==> config.mk <==
export PLATFORM = sky130hd
export DESIGN_NAME = pkt_stream_writer
export DESIGN_NICKNAME = d
export VERILOG_FILES = /design/src/rtl/pkt_writer_pkg.sv /design/src/rtl/pkt_lane_calc.sv /design/src/rtl/pkt_err_accum.sv /design/src/rtl/pkt_wr_stage.sv /design/src/rtl/pkt_stream_writer.sv
export SDC_FILE = /design/constraint.sdc
export NUM_CORES = 1
export LEC_CHECK = 0
export ABC_AREA = 0
export BUFFER_PORTS_ARGS = -buffer_cell sky130_fd_sc_hd__buf_2
export CAP_MARGIN = 5
export CORE_UTILIZATION = 56
export DETAILED_ROUTE_END_ITERATION = 6
export HOLD_SLACK_MARGIN = 0.05
export MAX_ROUTING_LAYER = met4
export PLACE_DENSITY = 0.81
export SYNTH_ARGS = -nofsm -noshare
export SYNTH_HDL_FRONTEND = slang
export SYNTH_SLANG_ARGS = --single-unit
==> constraint.sdc <==
create_clock -name clk -period 7.1 [get_ports clk]
set_clock_uncertainty 0.05 [all_clocks]
set_input_delay 0.71 -clock clk [delete_from_list [all_inputs] [get_ports clk]]
set_output_delay 0.71 -clock clk [all_outputs]
set_load 0.05 [all_outputs]
==> src/rtl/pkt_writer_pkg.sv <==
package pkt_writer_pkg;
  typedef enum logic [1:0] {
    ST_IDLE,
    ST_RUN,
    ST_DRAIN,
    ST_FIN
  } wr_state_e;
endpackage

==> src/rtl/pkt_lane_calc.sv <==
// Per-beat byte accounting: bytes carried, bytes kept under the limit,
// lane enables and limit flags.
module pkt_lane_calc #(
  parameter int NB      = 4,
  parameter int LEN_W   = 32,
  parameter int EMPTY_W = 2,
  parameter int CNT_W   = 3
) (
  input  logic               eop,
  input  logic [EMPTY_W-1:0] empty,
  input  logic [LEN_W-1:0]   remaining,
  input  logic               unlimited,
  output logic [CNT_W-1:0]   take,
  output logic [NB-1:0]      be,
  output logic               cap_hit,
  output logic               over
);
  logic [CNT_W-1:0] beat_bytes;
  logic [LEN_W-1:0] beat_wide;

  always_comb begin
    beat_bytes = CNT_W'(NB);
    if (eop) beat_bytes = CNT_W'(NB) - CNT_W'(empty);
    beat_wide = LEN_W'(beat_bytes);
    if (unlimited) begin
      take    = beat_bytes;
      over    = 1'b0;
      cap_hit = 1'b0;
    end else begin
      over    = beat_wide > remaining;
      take    = over ? remaining[CNT_W-1:0] : beat_bytes;
      cap_hit = (LEN_W'(take) == remaining);
    end
  end

  for (genvar g = 0; g < NB; g++) begin : g_lane
    assign be[g] = (CNT_W'(g) < take);
  end
endmodule

==> src/rtl/pkt_err_accum.sv <==
// Sticky OR of error bits over one transfer.
module pkt_err_accum #(
  parameter int ERR_W = 8
) (
  input  logic             clk,
  input  logic             rst,
  input  logic             clear,
  input  logic             en,
  input  logic [ERR_W-1:0] err_in,
  output logic [ERR_W-1:0] acc
);
  always_ff @(posedge clk) begin
    if (rst || clear) acc <= '0;
    else if (en)      acc <= acc | err_in;
  end
endmodule

==> src/rtl/pkt_wr_stage.sv <==
// Single registered write slot toward the memory port.
module pkt_wr_stage #(
  parameter int ADDR_W = 32,
  parameter int DATA_W = 32,
  parameter int NB     = 4
) (
  input  logic              clk,
  input  logic              rst,
  input  logic              load,
  input  logic [ADDR_W-1:0] addr,
  input  logic [DATA_W-1:0] data,
  input  logic [NB-1:0]     be,
  input  logic              m_wready,
  output logic              m_wvalid,
  output logic [ADDR_W-1:0] m_waddr,
  output logic [DATA_W-1:0] m_wdata,
  output logic [NB-1:0]     m_wbe,
  output logic              free
);
  assign free = !m_wvalid || m_wready;

  always_ff @(posedge clk) begin
    if (rst)           m_wvalid <= 1'b0;
    else if (load)     m_wvalid <= 1'b1;
    else if (m_wready) m_wvalid <= 1'b0;
  end

  always_ff @(posedge clk) begin
    if (load) begin
      m_waddr <= addr;
      m_wdata <= data;
      m_wbe   <= be;
    end
  end
endmodule

==> src/rtl/pkt_stream_writer.sv <==
module pkt_stream_writer #(
  parameter int ADDR_W = 32,
  parameter int DATA_W = 32,
  parameter int LEN_W  = 32,
  parameter int ERR_W  = 8,
  localparam int NB      = DATA_W / 8,
  localparam int EMPTY_W = (NB > 1) ? $clog2(NB) : 1,
  localparam int CNT_W   = $clog2(NB + 1)
) (
  input  logic               clk,
  input  logic               rst,
  input  logic               desc_valid,
  output logic               desc_ready,
  input  logic [ADDR_W-1:0]  desc_addr,
  input  logic [LEN_W-1:0]   desc_len,
  input  logic               desc_end_on_eop,
  input  logic               desc_done_ie,
  input  logic               desc_early_ie,
  input  logic [ERR_W-1:0]   desc_err_mask,
  input  logic               s_valid,
  output logic               s_ready,
  input  logic [DATA_W-1:0]  s_data,
  input  logic               s_eop,
  input  logic [EMPTY_W-1:0] s_empty,
  input  logic [ERR_W-1:0]   s_err,
  output logic               m_wvalid,
  input  logic               m_wready,
  output logic [ADDR_W-1:0]  m_waddr,
  output logic [DATA_W-1:0]  m_wdata,
  output logic [NB-1:0]      m_wbe,
  output logic               done_valid,
  output logic [LEN_W-1:0]   done_bytes,
  output logic               irq_done,
  output logic               irq_early,
  output logic               irq_err
);
  import pkt_writer_pkg::*;

  wr_state_e         state_q;
  logic [ADDR_W-1:0] addr_q;
  logic [LEN_W-1:0]  len_q, cnt_q, remaining;
  logic              pkt_mode_q, done_ie_q, early_ie_q, early_q;
  logic [ERR_W-1:0]  mask_q, err_acc;
  logic              wr_free, desc_fire, beat_fire, unlimited, wr_load;
  logic [CNT_W-1:0]  take;
  logic [NB-1:0]     lane_be;
  logic              cap_hit, over;

  assign desc_ready = (state_q == ST_IDLE);
  assign s_ready    = (state_q == ST_RUN && wr_free) || (state_q == ST_DRAIN);
  assign desc_fire  = desc_valid && desc_ready;
  assign beat_fire  = s_valid && s_ready;
  assign unlimited  = &len_q;
  assign remaining  = len_q - cnt_q;
  assign wr_load    = beat_fire && (state_q == ST_RUN) && (take != '0);

  pkt_lane_calc #(
    .NB(NB), .LEN_W(LEN_W), .EMPTY_W(EMPTY_W), .CNT_W(CNT_W)
  ) u_lanes (
    .eop(s_eop), .empty(s_empty), .remaining(remaining), .unlimited(unlimited),
    .take(take), .be(lane_be), .cap_hit(cap_hit), .over(over)
  );

  pkt_err_accum #(.ERR_W(ERR_W)) u_err (
    .clk(clk), .rst(rst), .clear(desc_fire), .en(beat_fire),
    .err_in(s_err), .acc(err_acc)
  );

  pkt_wr_stage #(.ADDR_W(ADDR_W), .DATA_W(DATA_W), .NB(NB)) u_wr (
    .clk(clk), .rst(rst), .load(wr_load), .addr(addr_q), .data(s_data),
    .be(lane_be), .m_wready(m_wready), .m_wvalid(m_wvalid),
    .m_waddr(m_waddr), .m_wdata(m_wdata), .m_wbe(m_wbe), .free(wr_free)
  );

  always_ff @(posedge clk) begin
    if (rst) begin
      state_q    <= ST_IDLE;
      addr_q     <= '0;
      len_q      <= '0;
      cnt_q      <= '0;
      pkt_mode_q <= 1'b0;
      done_ie_q  <= 1'b0;
      early_ie_q <= 1'b0;
      early_q    <= 1'b0;
      mask_q     <= '0;
      done_valid <= 1'b0;
      done_bytes <= '0;
      irq_done   <= 1'b0;
      irq_early  <= 1'b0;
      irq_err    <= 1'b0;
    end else begin
      done_valid <= 1'b0;
      irq_done   <= 1'b0;
      irq_early  <= 1'b0;
      irq_err    <= 1'b0;
      case (state_q)
        ST_IDLE: begin
          if (desc_fire) begin
            addr_q     <= desc_addr;
            len_q      <= desc_len;
            cnt_q      <= '0;
            pkt_mode_q <= desc_end_on_eop;
            done_ie_q  <= desc_done_ie;
            early_ie_q <= desc_early_ie;
            mask_q     <= desc_err_mask;
            early_q    <= 1'b0;
            state_q    <= ST_RUN;
          end
        end
        ST_RUN: begin
          if (beat_fire) begin
            cnt_q <= cnt_q + LEN_W'(take);
            if (take != '0) addr_q <= addr_q + ADDR_W'(NB);
            if (pkt_mode_q) begin
              if (s_eop && !over) begin
                state_q <= ST_FIN;
              end else if (cap_hit) begin
                early_q <= 1'b1;
                state_q <= s_eop ? ST_FIN : ST_DRAIN;
              end
            end else if (cap_hit) begin
              state_q <= ST_FIN;
            end
          end
        end
        ST_DRAIN: begin
          if (beat_fire && s_eop) state_q <= ST_FIN;
        end
        ST_FIN: begin
          if (wr_free) begin
            done_valid <= 1'b1;
            done_bytes <= cnt_q;
            irq_done   <= done_ie_q;
            irq_early  <= early_q && early_ie_q;
            irq_err    <= |(err_acc & mask_q);
            state_q    <= ST_IDLE;
          end
        end
        default: state_q <= ST_IDLE;
      endcase
    end
  end
endmodule

======== After elaboration in Yosys (flattened, before gate mapping) ========
Index checks and enable logic that the tools add are counted.
word-level totals
  flip-flop bits (word level) ............. 223
  latch bits .............................. 0
  bits in writable memories ............... 0
  bits in read-only memories .............. 0
  input port bits ......................... 123
  output and inout bits ................... 107
  logic and storage cells ................. 104
  memories ................................ 0
operators by class
  $add $sub $neg .......................... 4
  multiply operators ...................... 0
  divide/modulo/power cells ............... 0
  $lt $le $gt $ge ......................... 5
  equality and inequality tests ........... 14
  shifts and indexed selects .............. 0
  multiplexer cells ....................... 31
  bitwise gates (word level) .............. 4
  reduce and logical (&&, ||, !) cells .... 27
operator list
  cell                                                                  number
  32-bit 2-to-1 mux                                                     5
  32-bit case mux with 2 select lines                                   2
  32-bit by 3-bit adder with 32-bit output                              1
  32-bit by 3-bit adder with 32-bit output (second input constant)      1
  3-bit by 32-bit equality test with 1-bit output                       1
  3-bit by 32-bit > comparator with 1-bit output                        1
  32-bit AND reduction                                                  1
  32-bit subtractor                                                     1
  2-bit 2-to-1 mux                                                      8
  6-bit AND reduction                                                   2
  1-bit 2-to-1 mux                                                      11
  2-bit != test (second input constant)                                 5
  3-bit 2-to-1 mux                                                      3
  8-bit AND                                                             1
  1-bit logical AND                                                     8
  8-bit OR                                                              1
  2-bit case mux with 4 select lines                                    1
  8-bit OR reduction                                                    1
  1-bit by 3-bit < comparator with 1-bit output (first input constant)  2
  2-bit by 3-bit < comparator with 1-bit output (first input constant)  2
  2-bit by 1-bit != test with 1-bit output (second input constant)      3
  2-bit equality test (second input constant)                           2
  2-bit AND reduction                                                   2
  4-bit AND reduction                                                   1
  14 further kinds                                                      19

======== Longest topological paths before layout ========
Gate-level depths: netlist of the first run.
  depth in word-level cells ............... 11
  mapped depth ............................ 27
  depth with buffers taken out ............ 24

======== By module ========
From an unflattened synthesis of the first run, not the netlist that was laid out.
unflattened totals
  cell total of the unflattened synthesis .. 1218
  area total of the unflattened synthesis .. 10989.3 µm²
by module, submodules not included
  module             times used  cells an instance  area each (µm²)  seq. area each (µm²)
  pkt_stream_writer  1           1072               8265.4           2922.8
  pkt_wr_stage       1           72                 2088.3           2062.0
  pkt_lane_calc      1           47                 384.1            0.0
  pkt_err_accum      1           27                 251.5            160.2

======== Least setup slack after synthesis of the first run ========
Ideal clock, no wire load.
  path kind ............................... register -> register
  start point ............................. register len_q[0]
  end point ............................... register u_wr.m_waddr[0] (enable)
  setup time .............................. 0.495 ns
  data arrival time ....................... 5.898 ns
  data required time ...................... 6.555 ns
  slack ................................... 0.658 ns
  cell stages (with the launch flop) ...... 15
  buffers on the path ..................... 1
  clock period less this slack ............ 6.442 ns
  cell sequence ........................... dfxtp_1 inv_1 ha_1 fa_1 nand2b_1 a21o_1 a211oi_2 o21ai_0 nor4b_1 a2111oi_0 and4b_1 and4_4 buf_6 mux2i_1 nor2_1
on the way
  cells in the longest elaborated chain, start to end .. 6
  elaborated cells on any way between the ends .. 7
  classes of those cells .................. add/sub (1); order compare (1); mux (2); reduce/logical (3)
RTL lines
  element                                         RTL line                  RTL
  start, declared                                 pkt_stream_writer.sv:41   logic [LEN_W-1:0] len_q, cnt_q, remaining;
  start signal, assigned                          pkt_stream_writer.sv:100  len_q <= desc_len;
  32-bit subtractor                               pkt_stream_writer.sv:54   assign remaining = len_q - cnt_q;
  3-bit by 32-bit > comparator with 1-bit output  pkt_lane_calc.sv:30       over = beat_wide > remaining;
  3-bit 2-to-1 mux                                pkt_lane_calc.sv:31       take = over ? remaining[CNT_W-1:0] : beat_bytes;
  3-bit 2-to-1 mux *                              pkt_lane_calc.sv:25       if (unlimited) begin
  3-bit nonzero test *                            pkt_stream_writer.sv:55   assign wr_load = beat_fire && (state_q == ST_RUN) && (take != '0);
  1-bit logical AND *                             pkt_stream_writer.sv:55
  via u_wr.load                                   pkt_wr_stage.sv:9         input logic load,
  end signal, assigned                            pkt_wr_stage.sv:30        m_waddr <= addr;
  end, declared                                   pkt_wr_stage.sv:15        output logic [ADDR_W-1:0] m_waddr,
Mark *: on every way through the listed nets, which the timed path passes. The rest lies on a longest branch.
A chain may end at the register's enable or synchronous reset.

======== Final worst setup path of the first run ========
  start point ............................. register cnt_q[10]
  end point ............................... register cnt_q[25]
on the way
  cells in the longest elaborated chain, start to end .. 7
RTL lines
  element                                         RTL line                  RTL
  start, declared                                 pkt_stream_writer.sv:41
  start signal, assigned                          pkt_stream_writer.sv:112  cnt_q <= cnt_q + LEN_W'(take);
  32-bit subtractor                               pkt_stream_writer.sv:54
  3-bit by 32-bit > comparator with 1-bit output  pkt_lane_calc.sv:30
  3-bit 2-to-1 mux                                pkt_lane_calc.sv:31
  3-bit 2-to-1 mux                                pkt_lane_calc.sv:25
  32-bit by 3-bit adder with 32-bit output *      pkt_stream_writer.sv:112
  32-bit 2-to-1 mux *                             pkt_stream_writer.sv:111  if (beat_fire) begin
  32-bit case mux with 2 select lines *           pkt_stream_writer.sv:96   case (state_q)
Every way passes the cells marked *; elsewhere a longest branch is shown, timed or not. The select of a mux whose other input is x is not followed.

==> results.py, run 1 <==
metrics = {
    "status": {
        "status": "completed",
    },
    "die": {
        "die_area_um2": 20700,
        "height_of_the_die_um": 144,
        "floorplan.core_area_um2": 19600,
        "die_x_um": 144,
        "row_count": 51,
        "start_util": 0.576,
        "io_pins": 230,
    },
    "power_and_ir_drop": {
        "leakagePower_uw": 0.00536,
        "power.density_cell_area_nw_per_um2": 361,
        "ir_drop_v": 0.000205,
    },
    "global_routing": {
        "grt_use_total": 0.328,
        "grt_max_degree": 75,
        "first_global_vias": 9847,
        "grt_antenna_before_repair": 1,
        "grt_overflow": 0,
        "global_route_wire_length_before_repair_um": 51300,
    },
    "clock_tree": {
        "tritoncts.num_buffers": 24,
        "path_clk_slew_ns": 0.06,
        "clock_sinks": 223,
        "cts_hold_repair.buffers": 0,
        "post-cts-setup-buffers": 0,
        "clk_root_buffer_cell": "sky130_fd_sc_hd__clkbuf_16",
        "tritoncts": "done",
        "clock_tree.buffer_depth": 3,
        "clock_tree.htree_level_count": 1,
        "clkLatencyLatePin_ns": 0.51,
        "gates_resized_cts_repair": 0,
    },
    "place": {
        "gp_routability_congestion": 0.943,
        "dp.cells": 1741,
        "dp.final_hpwl_um": 24900,
        "buffer_ports.inserted": 229,
    },
    "timing": {
        "period_needed_ns": 5.84,
        "tightest_slew_ns": 0.980,
        "finalHoldWorstSlack_ns": 0.322,
        "unrepaired_setup_endpoints_after_global_routing": "false",
        "finalHoldViolations": 0,
        "max-slew-margin-rel": 0.345,
        "finalCritPeriodShare": 0.822,
        "timing.setup.tns_ns": 0,
        "setup_viol_count_final": 0,
        "slew_viol_final": 0,
        "fmax_mhz": 171,
    },
    "synth": {
        "synth_seq_cells": 223,
        "ys_async_sr_fraction": 0,
        "synth.net_count": 1470,
        "ys_dominant_reg_cell": "sky130_fd_sc_hd__dfxtp_1",
        "syn_inst": 1300,
        "post_synth.cell_area_avg_um2": 8.68,
        "ys_seq_area_frac": 0.456,
        "synth_most_common_cell": "sky130_fd_sc_hd__nand2_1",
        "yosysTopAreaCell": "sky130_fd_sc_hd__dfxtp_1",
        "yosys_warnings": 0,
        "synth_area_leaders": "sky130_fd_sc_hd__dfxtp_1, sky130_fd_sc_hd__edfxtp_1, sky130_fd_sc_hd__nand2_1",
        "ys_types": 80,
        "synth.top_cell.area_share": 0.275,
        "synth_area_um2": 11300,
        "synth_enable_flop_cells": 68,
        "synth_common_cells": "sky130_fd_sc_hd__nand2_1, sky130_fd_sc_hd__dfxtp_1, sky130_fd_sc_hd__a21oi_1",
    },
    "cells_and_area": {
        "final-seq-area_um2": 5140,
        "fill_cells": 1610,
        "flow.area_growth_from_synthesis_pct": 18.2,
        "final_layout_size_suffix_gt1_frac": 0.194,
        "stdcell_count": 1783,
        "net_count_reported_at_finish": 1672,
        "area_used_by_multi_input_combinational_logic_um2": 5650,
    },
    "critical_path": {
        "crit_path_end_kind": "register",
        "reg2reg_to": "cnt_q[25]$_SDFFE_PP0P_",
        "startpoint_type": "register",
        "worst_path_arrival_time_ns": 6.18,
        "cpMaxStageDelayCell": "sky130_fd_sc_hd__a2111oi_0",
        "cp-endpoint": "cnt_q[25]$_SDFFE_PP0P_",
        "cpLargestDelayFamily": "simple AND/OR/NAND/NOR gates",
        "worstPathMaxFanout": 18,
        "critPathLaunch": "cnt_q[10]$_SDFFE_PP0P_",
        "critical_path_cell_count": 21,
        "cp.buffers_inverters": 1,
        "timing.critical_path.slowest_cell_delay_ns": 0.66,
        "path_cells": "inv_1 > ha_1 > nand4_1 > or3_1 > a21oi_1 > nor3_2 > a2111oi_0 > o311ai_1 > nor4_1 > and4_4 > mux2i_1 > ha_1 > a21o_1 > a21oi_1 > nor2_1 > nand2_1 > nor2_1 > and3_1 > nand3_1 > xnor2_1 > nor2_1",
        "worst-r2r-cell-count": 21,
        "worst-r2r-setup-slack_ns": 1.26,
        "cp_data_required_time_ns": 7.45,
        "path_class": "reg -> reg",
        "critPathMostFrequentCell": "sky130_fd_sc_hd__nor2_1",
        "regToRegStartpoint": "cnt_q[10]$_SDFFE_PP0P_",
    },
    "job": {
        "max-cap-violations": 0,
    },
    "detailed_routing": {
        "totalWireLength_um": 33300,
        "detailedRoute.firstPassIterationCount": 5,
        "drtAntennaViolNets": 0,
        "avgViaCountPerCell": 5.91,
        "initialDrtViolationCount": 852,
        "vias": 10538,
        "route.detailed.wl_per_inst_um": 18.7,
        "drt_drc_violations_left": 0,
    },
    "min_path": {
        "timing.hold.worst.class": "in -> reg",
    },
}
per-stage QoR:
stage               area (um2)   util  worst slack (ns)  power, uW
CTS                      13300  0.681              1.43       4780
finish                   13300  0.681              1.26       4810
detailed placement       12600  0.642              1.48       3580
floorplan                11300      -             0.658       3080
global route             13300  0.681             0.909       5050
global placement         12600  0.642              1.65       3580
layout make-up:
class,count,area share
clock inverter,9,0.00741
antenna,1,0.000188
clock buffer,32,0.0489
multi-input combinational,952,0.423
timing repair buffer,240,0.0923
inverter,61,0.0172
tap,265,0.0249
sequential,223,0.386
worst reg2reg max path, stage by stage (launching register included):
cell and delay, ns:
sky130_fd_sc_hd__dfxtp_1 0.38, sky130_fd_sc_hd__inv_1 0.12, sky130_fd_sc_hd__ha_1 0.47, sky130_fd_sc_hd__nand4_1 0.16, sky130_fd_sc_hd__or3_1 0.38, sky130_fd_sc_hd__a21oi_1 0.27, sky130_fd_sc_hd__nor3_2 0.15, sky130_fd_sc_hd__a2111oi_0 0.66
sky130_fd_sc_hd__o311ai_1 0.22, sky130_fd_sc_hd__nor4_1 0.23, sky130_fd_sc_hd__and4_4 0.44, sky130_fd_sc_hd__mux2i_1 0.37, sky130_fd_sc_hd__ha_1 0.22, sky130_fd_sc_hd__a21o_1 0.09, sky130_fd_sc_hd__a21oi_1 0.07, sky130_fd_sc_hd__nor2_1 0.15
sky130_fd_sc_hd__nand2_1 0.12, sky130_fd_sc_hd__nor2_1 0.43, sky130_fd_sc_hd__and3_1 0.35, sky130_fd_sc_hd__nand3_1 0.13, sky130_fd_sc_hd__xnor2_1 0.18, sky130_fd_sc_hd__nor2_1 0.05
per-layer routing:
layer | share of wire | GRT usage | vias up
met1 | 0.42 | 0.403 | 4891
met4 | 0.046 | 0.150 | 0
li1 | - | - | 5075
met2 | 0.47 | 0.540 | 476
met3 | 0.068 | 0.0410 | 96
met5 | 0 | - | -
registers in the layout (all words and copies together) (netlist names):
signal,cells
addr_q,32
cnt_q,32
done_bytes,32
len_q,32
u_wr.m_waddr,32
u_wr.m_wdata,32
mask_q,8
u_err.acc,8
u_wr.m_wbe,4
state_q,2
done_ie_q,1
done_valid,1
early_ie_q,1
early_q,1
irq_done,1
irq_early,1
irq_err,1
pkt_mode_q,1
u_wr.m_wvalid,1
placed cells by master (no fill, tap or decap), types with 8 or more instances in the layout:
cell | netlist | routed
sky130_fd_sc_hd__a21o_1 | 9 | 9
sky130_fd_sc_hd__a21oi_1 | 136 | 136
sky130_fd_sc_hd__a22oi_1 | 8 | 8
sky130_fd_sc_hd__a31oi_1 | 14 | 14
sky130_fd_sc_hd__a32oi_1 | 13 | 13
sky130_fd_sc_hd__and2_1 | 8 | 8
sky130_fd_sc_hd__and3_1 | 13 | 13
sky130_fd_sc_hd__buf_2 | 11 | 228
sky130_fd_sc_hd__buf_4 | 2 | 12
sky130_fd_sc_hd__clkbuf_16 | 0 | 25
sky130_fd_sc_hd__dfxtp_1 | 155 | 155
sky130_fd_sc_hd__edfxtp_1 | 68 | 68
sky130_fd_sc_hd__ha_1 | 45 | 45
sky130_fd_sc_hd__inv_1 | 61 | 61
sky130_fd_sc_hd__mux2i_1 | 14 | 14
sky130_fd_sc_hd__nand2_1 | 236 | 235
sky130_fd_sc_hd__nand3_1 | 43 | 43
sky130_fd_sc_hd__nand4_1 | 29 | 29
sky130_fd_sc_hd__nor2_1 | 100 | 98
sky130_fd_sc_hd__nor3_1 | 22 | 22
sky130_fd_sc_hd__nor4_1 | 8 | 8
sky130_fd_sc_hd__o211ai_1 | 16 | 16
sky130_fd_sc_hd__o21a_1 | 11 | 11
sky130_fd_sc_hd__o21ai_0 | 43 | 42
sky130_fd_sc_hd__or3_1 | 16 | 16
sky130_fd_sc_hd__xnor2_1 | 32 | 32
sky130_fd_sc_hd__xor2_1 | 8 | 8
worst min-delay path by stage:
stage                                 startpoint                          to  slack, ns  cells after the start
after global placement    addr_q[0]$_SDFFE_PP0P_   u_wr.m_waddr[0]$_DFFE_PP_       0.37                      0
after CTS                             s_data[16]  u_wr.m_wdata[16]$_DFFE_PP_       0.31                      1
after global routing                   s_data[7]   u_wr.m_wdata[7]$_DFFE_PP_       0.31                      1
after floorplan           addr_q[0]$_SDFFE_PP0P_   u_wr.m_waddr[0]$_DFFE_PP_       0.36                      0
after detailed placement  addr_q[0]$_SDFFE_PP0P_   u_wr.m_waddr[0]$_DFFE_PP_       0.37                      0
final                                 s_data[16]  u_wr.m_wdata[16]$_DFFE_PP_       0.32                      1
power by group:
| group | switching [uW] | internal [uW] | total, uW | leakage (uW) |
|---|---|---|---|---|
| clock network | 491 | 715 | 1210 | 0.000364 |
| logic | 1360 | 618 | 1980 | 0.00311 |
| registers | 131 | 1500 | 1630 | 0.00189 |
| total | 1980 | 2830 | 4810 | 0.00536 |
logic make-up after synthesis:
logic type,Yosys count,synth area share
and+or+nand+nor,517,0.210
AOI/OAI and AO/OA,330,0.188
DFF,223,0.456
buffers and inverters,125,0.0449
adders and majority gates,47,0.0534
xor gates and xnor gates,40,0.0310
muxes,18,0.0167
No activity file was read; power rests on OpenSTA's default activity.
==> run 2, diff against run 1 <==
- clock period: 7.1 -> 5.75 ns (I/O delays scaled with it)
==> results.py, run 2 (same netlist as run 1, synthesis figures left out) <==
metrics = {
    "global_routing": {
        "grt_use_total": 0.319,
        "first_global_vias": 9573,
        "grt_max_degree": 69,
        "global_route_wire_length_before_repair_um": 50100,
        "grt_overflow": 0,
        "grt_antenna_before_repair": 1,
    },
    "cells_and_area": {
        "final_layout_size_suffix_gt1_frac": 0.201,
        "stdcell_count": 1789,
        "net_count_reported_at_finish": 1675,
        "top_library_cells_by_usage_in_the_layout_fill_and_taps_aside": "sky130_fd_sc_hd__nand2_1, sky130_fd_sc_hd__buf_2, sky130_fd_sc_hd__dfxtp_1, sky130_fd_sc_hd__a21oi_1, sky130_fd_sc_hd__nor2_1",
        "leading_cell_type_in_the_layout_fill_and_taps_excluded": "sky130_fd_sc_hd__nand2_1",
        "layout.cell_area.non_filler_um2": 13400,
        "fill_cells": 1577,
        "flow.area_growth_from_synthesis_pct": 19.2,
    },
    "timing": {
        "fmax_mhz": 187,
        "finalHoldViolations": 0,
        "slew_viol_final": 0,
        "period_needed_ns": 5.36,
        "final_critical_path_setup_slack_ns": 0.389,
        "unrepaired_setup_endpoints_after_global_routing": "false",
        "finalCritPeriodShare": 0.932,
        "timing.setup.tns_ns": 0,
        "max-slew-margin-rel": 0.398,
        "tightest_slew_ns": 0.900,
        "setup_viol_count_final": 0,
    },
    "critical_path": {
        "worstPathMaxFanout": 8,
        "timing.critical_path.slowest_cell_delay_ns": 0.41,
        "worst_path_arrival_time_ns": 5.70,
        "startpoint_type": "register",
        "cp.buffers_inverters": 2,
        "cpMaxStageDelayCell": "sky130_fd_sc_hd__a2111oi_0",
        "cpLargestDelayFamily": "simple AND/OR/NAND/NOR gates",
        "path_class": "reg -> reg",
        "cp_data_required_time_ns": 6.09,
        "crit_path_end_kind": "register",
        "path_cells": "inv_1 > ha_1 > fa_1 > nand2b_1 > a21o_1 > a211oi_4 > nor3_1 > a2111oi_0 > nand4_1 > and4b_1 > and4_4 > nand2_1 > o21ai_0 > ha_1 > inv_1 > fa_1 > nor2b_1 > o21ai_0 > nor3_2 > and3_1 > nand2_1 > xnor2_1 > nor2_1",
    },
    "place": {
        "buffer_ports.inserted": 229,
        "gp_routability_congestion": 0.962,
        "dp.final_hpwl_um": 24500,
        "dp.cells": 1745,
        "dpl_worst_slack_ns": 0.320,
        "placement.cell_area_um2": 12600,
    },
    "die": {
        "die_area_um2": 20700,
        "floorplan.core_area_um2": 19600,
        "height_of_the_die_um": 144,
        "die_x_um": 144,
        "io_pins": 230,
        "row_count": 51,
        "start_util": 0.576,
    },
    "power_and_ir_drop": {
        "net_switching_fraction_of_the_power": 0.410,
        "intPower_uw": 3560,
        "power_switching_uw": 2470,
        "report.power.total_uw": 6040,
        "leakagePower_uw": 0.00541,
        "comb_power_share": 0.411,
        "ir_drop_v": 0.000241,
        "seqPwrFrac": 0.332,
        "power.density_cell_area_nw_per_um2": 449,
        "power.share.clock": 0.256,
    },
    "clock_tree": {
        "clock_tree.htree_level_count": 1,
        "tritoncts": "done",
        "clock_tree.buffer_depth": 3,
        "clock_sinks": 223,
        "cts_hold_repair.buffers": 0,
        "clkLatencyLatePin_ns": 0.52,
        "path_clk_slew_ns": 0.07,
        "tritoncts.num_buffers": 23,
        "clk_root_buffer_cell": "sky130_fd_sc_hd__clkbuf_16",
    },
    "detailed_routing": {
        "detailedRoute.firstPassIterationCount": 6,
        "avgViaCountPerCell": 5.95,
        "vias": 10645,
        "route.detailed.wl_per_inst_um": 18.3,
        "initialDrtViolationCount": 958,
        "drtAntennaViolNets": 0,
        "totalWireLength_um": 32800,
        "drt_drc_violations_left": 0,
    },
    "status": {
        "status": "completed",
    },
    "job": {
        "max-cap-violations": 0,
    },
    "min_path": {
        "timing.hold.worst.class": "in -> reg",
    },
}
==> run 2: changes by cell type in the layout (fill, tap and decap cells not counted), moves of 2 or more <==
| cell | before | now |
|---|---|---|
| sky130_fd_sc_hd__clkbuf_8 | 0 | 4 |
| sky130_fd_sc_hd__clkinv_1 | 2 | 0 |
| sky130_fd_sc_hd__clkbuf_16 | 25 | 23 |
| sky130_fd_sc_hd__buf_4 | 12 | 15 |
==> run 2: worst reg2reg max path, stage by stage, from the launching register on <==
cell and delay (ns):
sky130_fd_sc_hd__dfxtp_1 0.34, sky130_fd_sc_hd__inv_1 0.07, sky130_fd_sc_hd__ha_1 0.21, sky130_fd_sc_hd__fa_1 0.40, sky130_fd_sc_hd__nand2b_1 0.18, sky130_fd_sc_hd__a21o_1 0.29
sky130_fd_sc_hd__a211oi_4 0.35, sky130_fd_sc_hd__nor3_1 0.16, sky130_fd_sc_hd__a2111oi_0 0.41, sky130_fd_sc_hd__nand4_1 0.15, sky130_fd_sc_hd__and4b_1 0.29, sky130_fd_sc_hd__and4_4 0.29
sky130_fd_sc_hd__nand2_1 0.06, sky130_fd_sc_hd__o21ai_0 0.11, sky130_fd_sc_hd__ha_1 0.22, sky130_fd_sc_hd__inv_1 0.06, sky130_fd_sc_hd__fa_1 0.40, sky130_fd_sc_hd__nor2b_1 0.13
sky130_fd_sc_hd__o21ai_0 0.15, sky130_fd_sc_hd__nor3_2 0.32, sky130_fd_sc_hd__and3_1 0.28, sky130_fd_sc_hd__nand2_1 0.08, sky130_fd_sc_hd__xnor2_1 0.16, sky130_fd_sc_hd__nor2_1 0.06
==> run 2: repair_timing <==
action / CTS / global route
buffers inserted: 0 / 0
endpoints found under the setup margin: 0 / 15
gates resized for setup: 0 / 8
==> run 2: final timing paths <==
| path | startpoint | to | slack, ns | cells after the start |
|---|---|---|---|---|
| worst max-delay path | len_q[0]$_SDFFE_PP0P_ | cnt_q[24]$_SDFFE_PP0P_ | 0.39 | 23 |
| worst min-delay path | s_data[15] | u_wr.m_wdata[15]$_DFFE_PP_ | 0.18 | 1 |
| worst max register to register | len_q[0]$_SDFFE_PP0P_ | cnt_q[24]$_SDFFE_PP0P_ | 0.39 | 23 |
| worst min register to register | addr_q[0]$_SDFFE_PP0P_ | u_wr.m_waddr[0]$_DFFE_PP_ | 0.38 | 0 |
==> run 2: power by group through the flow <==
stage	Combinational, uW	Clock (uW)	Sequential, uW
after detailed placement	2400	0	2030
after global routing	2680	1620	2030
after global placement	2380	0	2030
final	2480	1550	2010
after floorplan	1620	0	2190
after CTS	2410	1560	2000
==> run 2: metrics by stage <==
| step | hold slack [ns] | util |
|---|---|---|
| final | 0.184 | 0.686 |
| after global placement | 0.363 | 0.644 |
| after global routing | 0.175 | 0.686 |
| after detailed placement | 0.367 | 0.644 |
| after floorplan | 0.359 | - |
| after CTS | 0.174 | 0.684 |
==> run 2: cell type report <==
class,instances,area (um2),area share
Clock inverter,9,131,0.00977
Timing Repair Buffer,244,1270,0.0947
Inverter,61,229,0.0170
Tap cell,265,332,0.0247
Multi-Input combinational cell,952,5680,0.422
Antenna cell,2,5.00,0.000372
Sequential cell,223,5140,0.383
Clock buffer,33,653,0.0486
==> run 2: metal layers <==
metal,track usage,share of wire
met5,-,0
met4,0.130,0.041
met3,0.0390,0.077
met2,0.516,0.47
met1,0.403,0.42
